File: src/rtl/lbs_pkg.sv
package lbs_pkg;
  // Encoding equals the phase index reported on failure.
  typedef enum logic [2:0] {
    ST_IDLE     = 3'd0,
    ST_SELFTEST = 3'd1,
    ST_CALSET   = 3'd2,
    ST_CLKDET   = 3'd3,
    ST_TRAIN    = 3'd4,
    ST_CALSYNC  = 3'd5,
    ST_UP       = 3'd6
  } phase_e;

  typedef struct packed {
    logic accept;      // new request taken: latch config, clear enables
    logic selfTestOk;  // self-test finished cleanly
    logic syncEn;      // in calendar sync phase
    logic upEn;        // in interface-up phase
  } ctl_strobe_t;

  localparam int NUM_HS = 4;
endpackage

File: src/rtl/lbs_ctrl.sv
module lbs_ctrl
  import lbs_pkg::*;
(
  input  logic              clk,
  input  logic              rstN,
  input  logic              startReq,
  input  logic              restartReq,
  input  logic              stepDone,
  input  logic              stepErr,
  input  logic              txAct,
  input  logic              calLocked,
  input  logic              syncTimeout,
  output logic [NUM_HS-1:0] stepReq,
  output logic              busy,
  output logic              linkUp,
  output logic [2:0]        errCode,
  output logic              errMask,
  output ctl_strobe_t       strb
);
  phase_e state, stateNxt;
  logic   fullRun;
  logic   accept;
  logic   hsPhase;
  logic   failNow;

  assign busy    = (state != ST_IDLE);
  assign accept  = !busy && (startReq || restartReq);
  assign errMask = (state == ST_SELFTEST);
  assign hsPhase = (state == ST_SELFTEST) || (state == ST_CALSET) ||
                   (state == ST_CLKDET)   || (state == ST_TRAIN);
  assign failNow = (hsPhase && stepDone && stepErr) ||
                   ((state == ST_CALSYNC) && txAct && !calLocked && syncTimeout);

  for (genvar i = 0; i < NUM_HS; i++) begin : g_req
    assign stepReq[i] = (state == phase_e'(3'(i + 1)));
  end

  always_comb begin
    stateNxt = state;
    if (failNow) begin
      stateNxt = ST_IDLE;
    end else begin
      unique case (state)
        ST_IDLE:     if (accept) stateNxt = ST_SELFTEST;
        ST_SELFTEST: if (stepDone) stateNxt = fullRun ? ST_CALSET : ST_CLKDET;
        ST_CALSET:   if (stepDone) stateNxt = ST_CLKDET;
        ST_CLKDET:   if (stepDone) stateNxt = ST_TRAIN;
        ST_TRAIN:    if (stepDone) stateNxt = ST_CALSYNC;
        ST_CALSYNC:  if (!txAct || calLocked) stateNxt = ST_UP;
        ST_UP:       stateNxt = ST_IDLE;
        default:     stateNxt = ST_IDLE;
      endcase
    end
  end

  always_ff @(posedge clk) begin
    if (!rstN) begin
      state   <= ST_IDLE;
      fullRun <= 1'b0;
      errCode <= 3'd0;
      linkUp  <= 1'b0;
    end else begin
      state <= stateNxt;
      if (accept) begin
        fullRun <= startReq;
        errCode <= 3'd0;
        linkUp  <= 1'b0;
      end else if (failNow) begin
        errCode <= state;
      end else if (state == ST_UP) begin
        linkUp <= 1'b1;
      end
    end
  end

  always_comb begin
    strb.accept     = accept;
    strb.selfTestOk = (state == ST_SELFTEST) && stepDone && !stepErr;
    strb.syncEn     = (state == ST_CALSYNC);
    strb.upEn       = (state == ST_UP);
  end
endmodule

File: src/rtl/lbs_dp.sv
module lbs_dp
  import lbs_pkg::*;
#(
  parameter int PORTW        = 5,
  parameter int CDW          = 5,
  parameter int SYNC_TIMEOUT = 64
) (
  input  logic             clk,
  input  logic             rstN,
  input  ctl_strobe_t      strb,
  input  logic [1:0]       mode,
  input  logic [PORTW-1:0] portCount,
  output logic             txAct,
  output logic             syncTimeout,
  output logic [CDW-1:0]   clkDelay,
  output logic [PORTW-1:0] calLen,
  output logic             rxStatEn,
  output logic             rxIfEn,
  output logic             txStatEn,
  output logic             txIfEn
);
  localparam int            CW     = (SYNC_TIMEOUT > 2) ? $clog2(SYNC_TIMEOUT) : 1;
  localparam logic [CW-1:0] CNT_TOP = CW'(SYNC_TIMEOUT - 1);
  localparam logic [CDW-1:0] CD_MID = CDW'(1) << (CDW - 1);

  logic [1:0]    modeQ;
  logic [1:0]    ifEn, statEn;
  logic [CW-1:0] syncCnt;

  assign txAct       = modeQ[1];
  assign syncTimeout = (syncCnt == CNT_TOP);

  always_ff @(posedge clk) begin
    if (!rstN) begin
      modeQ    <= 2'b00;
      calLen   <= '0;
      clkDelay <= '0;
      syncCnt  <= '0;
    end else begin
      if (strb.accept) begin
        modeQ  <= mode;
        calLen <= portCount;
      end
      if (strb.selfTestOk) clkDelay <= CD_MID;
      if (!strb.syncEn)         syncCnt <= '0;
      else if (!syncTimeout)    syncCnt <= syncCnt + 1'b1;
    end
  end

  // Half 0 = receive, half 1 = transmit. Receive enables its interface in
  // sync already; transmit only arms its status receiver there.
  for (genvar h = 0; h < 2; h++) begin : g_half
    localparam bit IF_IN_SYNC = (h == 0);
    always_ff @(posedge clk) begin
      if (!rstN) begin
        ifEn[h]   <= 1'b0;
        statEn[h] <= 1'b0;
      end else if (strb.accept) begin
        ifEn[h]   <= 1'b0;
        statEn[h] <= 1'b0;
      end else if (modeQ[h]) begin
        if (strb.syncEn) begin
          statEn[h] <= 1'b1;
          if (IF_IN_SYNC) ifEn[h] <= 1'b1;
        end
        if (strb.upEn) ifEn[h] <= 1'b1;
      end
    end
  end

  assign rxIfEn   = ifEn[0];
  assign rxStatEn = statEn[0];
  assign txIfEn   = ifEn[1];
  assign txStatEn = statEn[1];
endmodule

File: src/rtl/link_bringup_seq.sv
module link_bringup_seq
  import lbs_pkg::*;
#(
  parameter int PORTW        = 5,
  parameter int CDW          = 5,
  parameter int SYNC_TIMEOUT = 64
) (
  input  logic              clk,
  input  logic              rstN,
  input  logic              startReq,
  input  logic              restartReq,
  input  logic [1:0]        mode,
  input  logic [PORTW-1:0]  portCount,
  input  logic              stepDone,
  input  logic              stepErr,
  input  logic              calLocked,
  output logic [NUM_HS-1:0] stepReq,
  output logic              errMask,
  output logic [CDW-1:0]    clkDelay,
  output logic [PORTW-1:0]  calLen,
  output logic              rxStatEn,
  output logic              rxIfEn,
  output logic              txStatEn,
  output logic              txIfEn,
  output logic              busy,
  output logic              linkUp,
  output logic [2:0]        errCode
);
  ctl_strobe_t strb;
  logic        txAct;
  logic        syncTimeout;

  lbs_ctrl u_ctrl (
    .clk(clk), .rstN(rstN), .startReq(startReq), .restartReq(restartReq),
    .stepDone(stepDone), .stepErr(stepErr), .txAct(txAct),
    .calLocked(calLocked), .syncTimeout(syncTimeout), .stepReq(stepReq),
    .busy(busy), .linkUp(linkUp), .errCode(errCode), .errMask(errMask),
    .strb(strb)
  );

  lbs_dp #(.PORTW(PORTW), .CDW(CDW), .SYNC_TIMEOUT(SYNC_TIMEOUT)) u_dp (
    .clk(clk), .rstN(rstN), .strb(strb), .mode(mode), .portCount(portCount),
    .txAct(txAct), .syncTimeout(syncTimeout), .clkDelay(clkDelay),
    .calLen(calLen), .rxStatEn(rxStatEn), .rxIfEn(rxIfEn),
    .txStatEn(txStatEn), .txIfEn(txIfEn)
  );
endmodule

File: config.mk
export PLATFORM = sky130hd
export DESIGN_NAME = link_bringup_seq
export DESIGN_NICKNAME = d
export VERILOG_FILES = /design/src/rtl/lbs_pkg.sv /design/src/rtl/lbs_ctrl.sv /design/src/rtl/lbs_dp.sv /design/src/rtl/link_bringup_seq.sv
export SDC_FILE = /design/constraint.sdc
export NUM_CORES = 1
export LEC_CHECK = 0
export ABC_AREA = 1
export CORE_UTILIZATION = 61
export CTS_CLUSTER_DIAMETER = 200
export DETAILED_ROUTE_END_ITERATION = 7
export DONT_BUFFER_PORTS = 1
export PLACE_DENSITY = 0.77
export SLEW_MARGIN = 10
export SYNTH_ARGS = -nofsm -noshare
export SYNTH_HDL_FRONTEND = slang
export SYNTH_SLANG_ARGS = --single-unit
File: constraint.sdc
create_clock -name clk -period 1.4 [get_ports clk]
set_clock_uncertainty 0.1 [all_clocks]
set_input_delay 0.35 -clock clk [delete_from_list [all_inputs] [get_ports clk]]
set_output_delay 0.35 -clock clk [all_outputs]
set_load 0.02 [all_outputs]
==> results.md <==
- Initial Utilization: 0.650
- Diode count: 0
- Yosys warns: 0
- Hold buffer count at CTS: 0
- Hold Path End: u_dp.modeQ[0]$_SDFFE_PN0P_
- Vias in the first global route: 935
- Worst path required time: 0.95 ns
- Crit Reg-Reg Endpoint: u_ctrl.errCode[1]$_SDFFE_PP0P_
- Synth cell types: 28
- CP max-delay cell: dfxtp_4
- Largest net degree at the start of global routing: 14
- CP startpoint: u_ctrl.state[2]$_SDFFE_PP0P_
- GRT Util Overall: 0.247
- Clk slew on worst S/H paths: 0.14 ns
- Total Die Area: 2300 sq um
- Sequential area share after synthesis: 0.404
- Critical path peak fanout: 3
- Crit-path max cell delay: 0.38 ns
- CTS buffer count: 3
- Top post-synthesis cells by area: dfxtp_1, nand2_1, a21oi_1
- Sink Count: 26
- DP Wirelength: 2000 um
- RSZ-0062 raised after global routing: yes
- VDD IR-drop max: 1.05 mV
- Setup WS post-layout: -0.221 ns
- # DRC: 0
- Final hold viol count: 0
- GP Congestion: 0.890
- Pins over their slew limit: 0
- Total power: 2.11 mW
- Skew-Pair Late Insertion Delay: 0.32 ns
- DR vias: 1113
- Setup Crit Path Kind: reg2out
- Antenna-violating nets left: 0
- Vias per cell: 5.33
- CORE AREA: 1980 sq um
- WP data arrival: 1.17 ns
- Hold depth: 2
- Reg-to-reg slack, setup: -0.03 ns
- Crit path cell chain: buf_6, buf_6, nor2_4
- Cells after Synth: 163
- Fmax: 617 MHz
- Clock Tree Buf Depth: 2
- Failing checks: negative setup slack
- Initial DRC Count: 18
- # rows: 16
- Port Buf Inserts: 0
- Tcrit/Tclk final: 1.16
- Hold path startpoint: rstN
- Ports: 38
- Detailed Route WL: 2940 um
- Die W: 48.0 um
- H-Tree Depth: 1
- Root Driver: clkbuf_4
- Initial antenna violation count: 0
- Grt total ovfl: 0
- Hold WC Path Type: in2reg
- Final setup vio count: 7
- Wire per inst: 14.1 um
- Crit Reg-Reg Startpoint: u_ctrl.state[1]$_SDFFE_PP0P_
- Worst setup EP type: output port
- Global-route wire length before repair: 3900 um
- Syn avg cell area: 7.91 sq um
- TritonCTS clock tree: yes
- Cell mode on critical path: buf_6
- Most frequent cells in the layout: nand2_1, dfxtp_1, inv_1, buf_4
- Pwr dens: 1350 nW/um^2
- First-pass DRT Iterations: 4
- Post-Syn Area: 1290 sq um
- Max_cap viols: 0
- Final #Nets: 199
- Area share of the largest cell type after synthesis: 0.404
- Crit path time final: 1.62 ns
- Fillers: 130
- Layout cell share with drive strength beyond 1: 0.374
- Die Ht: 48.0 um
- Status: complete, but fails checks
- CP startpoint kind: flip-flop
- Synth-to-layout area growth: 21.2%
- Fin area: 1560 sq um
- Placed Area: 1400 sq um
- Flops & latches, synth: 26
- Leakage power: 0.679 nW
- Commonest non-fill, non-tap cell in the layout: nand2_1
- Reg2reg path depth: 9
- Synth area leader: dfxtp_1
## cell families after synthesis
family          count (synthesis)  share of synthesized area
xor+xnor                        3                     0.0204
buf+inv                        28                      0.116
simple gates                   78                      0.334
flops                          26                      0.404
fa+ha+maj                       1                    0.00971
compound gates                 26                      0.114
other cells                     1                    0.00291
## cell usage after synthesis
cell,instances
a211oi_1,1
a21oi_1,16
a31oi_1,1
buf_4,5
buf_6,3
conb_1,1
dfxtp_1,26
ha_1,1
inv_1,18
inv_2,1
inv_4,1
nand2_1,32
nand2_2,5
nand3_1,3
nand3_2,5
nand3_4,1
nand3b_1,2
nor2_1,16
nor2_2,4
nor2_4,5
nor3_1,2
nor3_2,3
o21a_1,2
o21ai_0,2
o21ai_1,3
o31ai_2,1
xnor2_1,1
xor2_1,2
## stage by stage
stage	cells	setup slack, ns	TNS, ns	util	hold slack [ns]
final	209	-0.221	-1.26	0.788	0.0502
after global routing	209	-0.276	-1.80	0.788	0.0567
after detailed placement	200	0.00135	0	0.704	0.365
after global placement	200	0.0510	0	0.704	0.361
after CTS	207	-0.216	-1.20	0.744	0.0531
after floorplan	166	0.0232	0	-	0.333
## report_power, final
part	leakage, nW	switching (mW)	internal [mW]
combinational	0.451	0.496	0.352
clock	0.0138	0.213	0.101
sequential	0.215	0.124	0.827
total	0.679	0.832	1.28
## registers in the layout, indices dropped and copies added, names as in the netlist
name,count
u_dp.syncCnt,6
u_dp.rxIfEn,1
u_dp.clkDelay,1
u_ctrl.fullRun,1
u_dp.rxStatEn,1
u_dp.txStatEn,1
u_ctrl.state,3
u_ctrl.errCode,3
u_dp.calLen,5
u_dp.modeQ,2
u_dp.txIfEn,1
u_ctrl.linkUp,1
## critical path: cells and delay by family (launching register included)
| family | cells | cell delay [ns] |
|---|---|---|
| simple gates | 1 | 0.25 |
| buf+inv | 2 | 0.23 |
| flops | 1 | 0.38 |
## cell type report
class	instances	area, sq um	area share
multi-input combinational	112	702	0.450
sequential	26	534	0.342
inverter	20	80.1	0.0513
timing repair buffer	21	189	0.121
tap	27	33.8	0.0216
clock buffer	3	22.5	0.0144
## layer usage
layer | part of all wire | global-route usage | wire [um] | up-vias
met2 | 0.53 | 0.438 | 1570 | 29
met3 | 0.045 | 0.0755 | 132 | 6
met4 | 0.017 | 0.0389 | 51 | 0
met1 | 0.40 | 0.299 | 1190 | 526
met5 | 0 | 0 | 0 | -
li1 | - | - | - | 552
## timing repair
action / in CTS / in global routing
pin swaps: 2 / 7
resized for setup: 9 / 22
setup endpoints to repair: 7 / 16
setup buffers: 4 / 2
## worst max path at each step
stage	end	slack, ns	cells past startpoint
2_1_floorplan	stepReq[3]	0.02	4
3_3_place_gp	stepReq[2]	0.05	3
3_5_place_dp	u_ctrl.errCode[1]$_SDFFE_PP0P_	0.001	7
4_1_cts	errMask	-0.22	3
5_1_grt	stepReq[3]	-0.28	4
6_report	errMask	-0.22	3
Power figures use the tool's default switching activity.
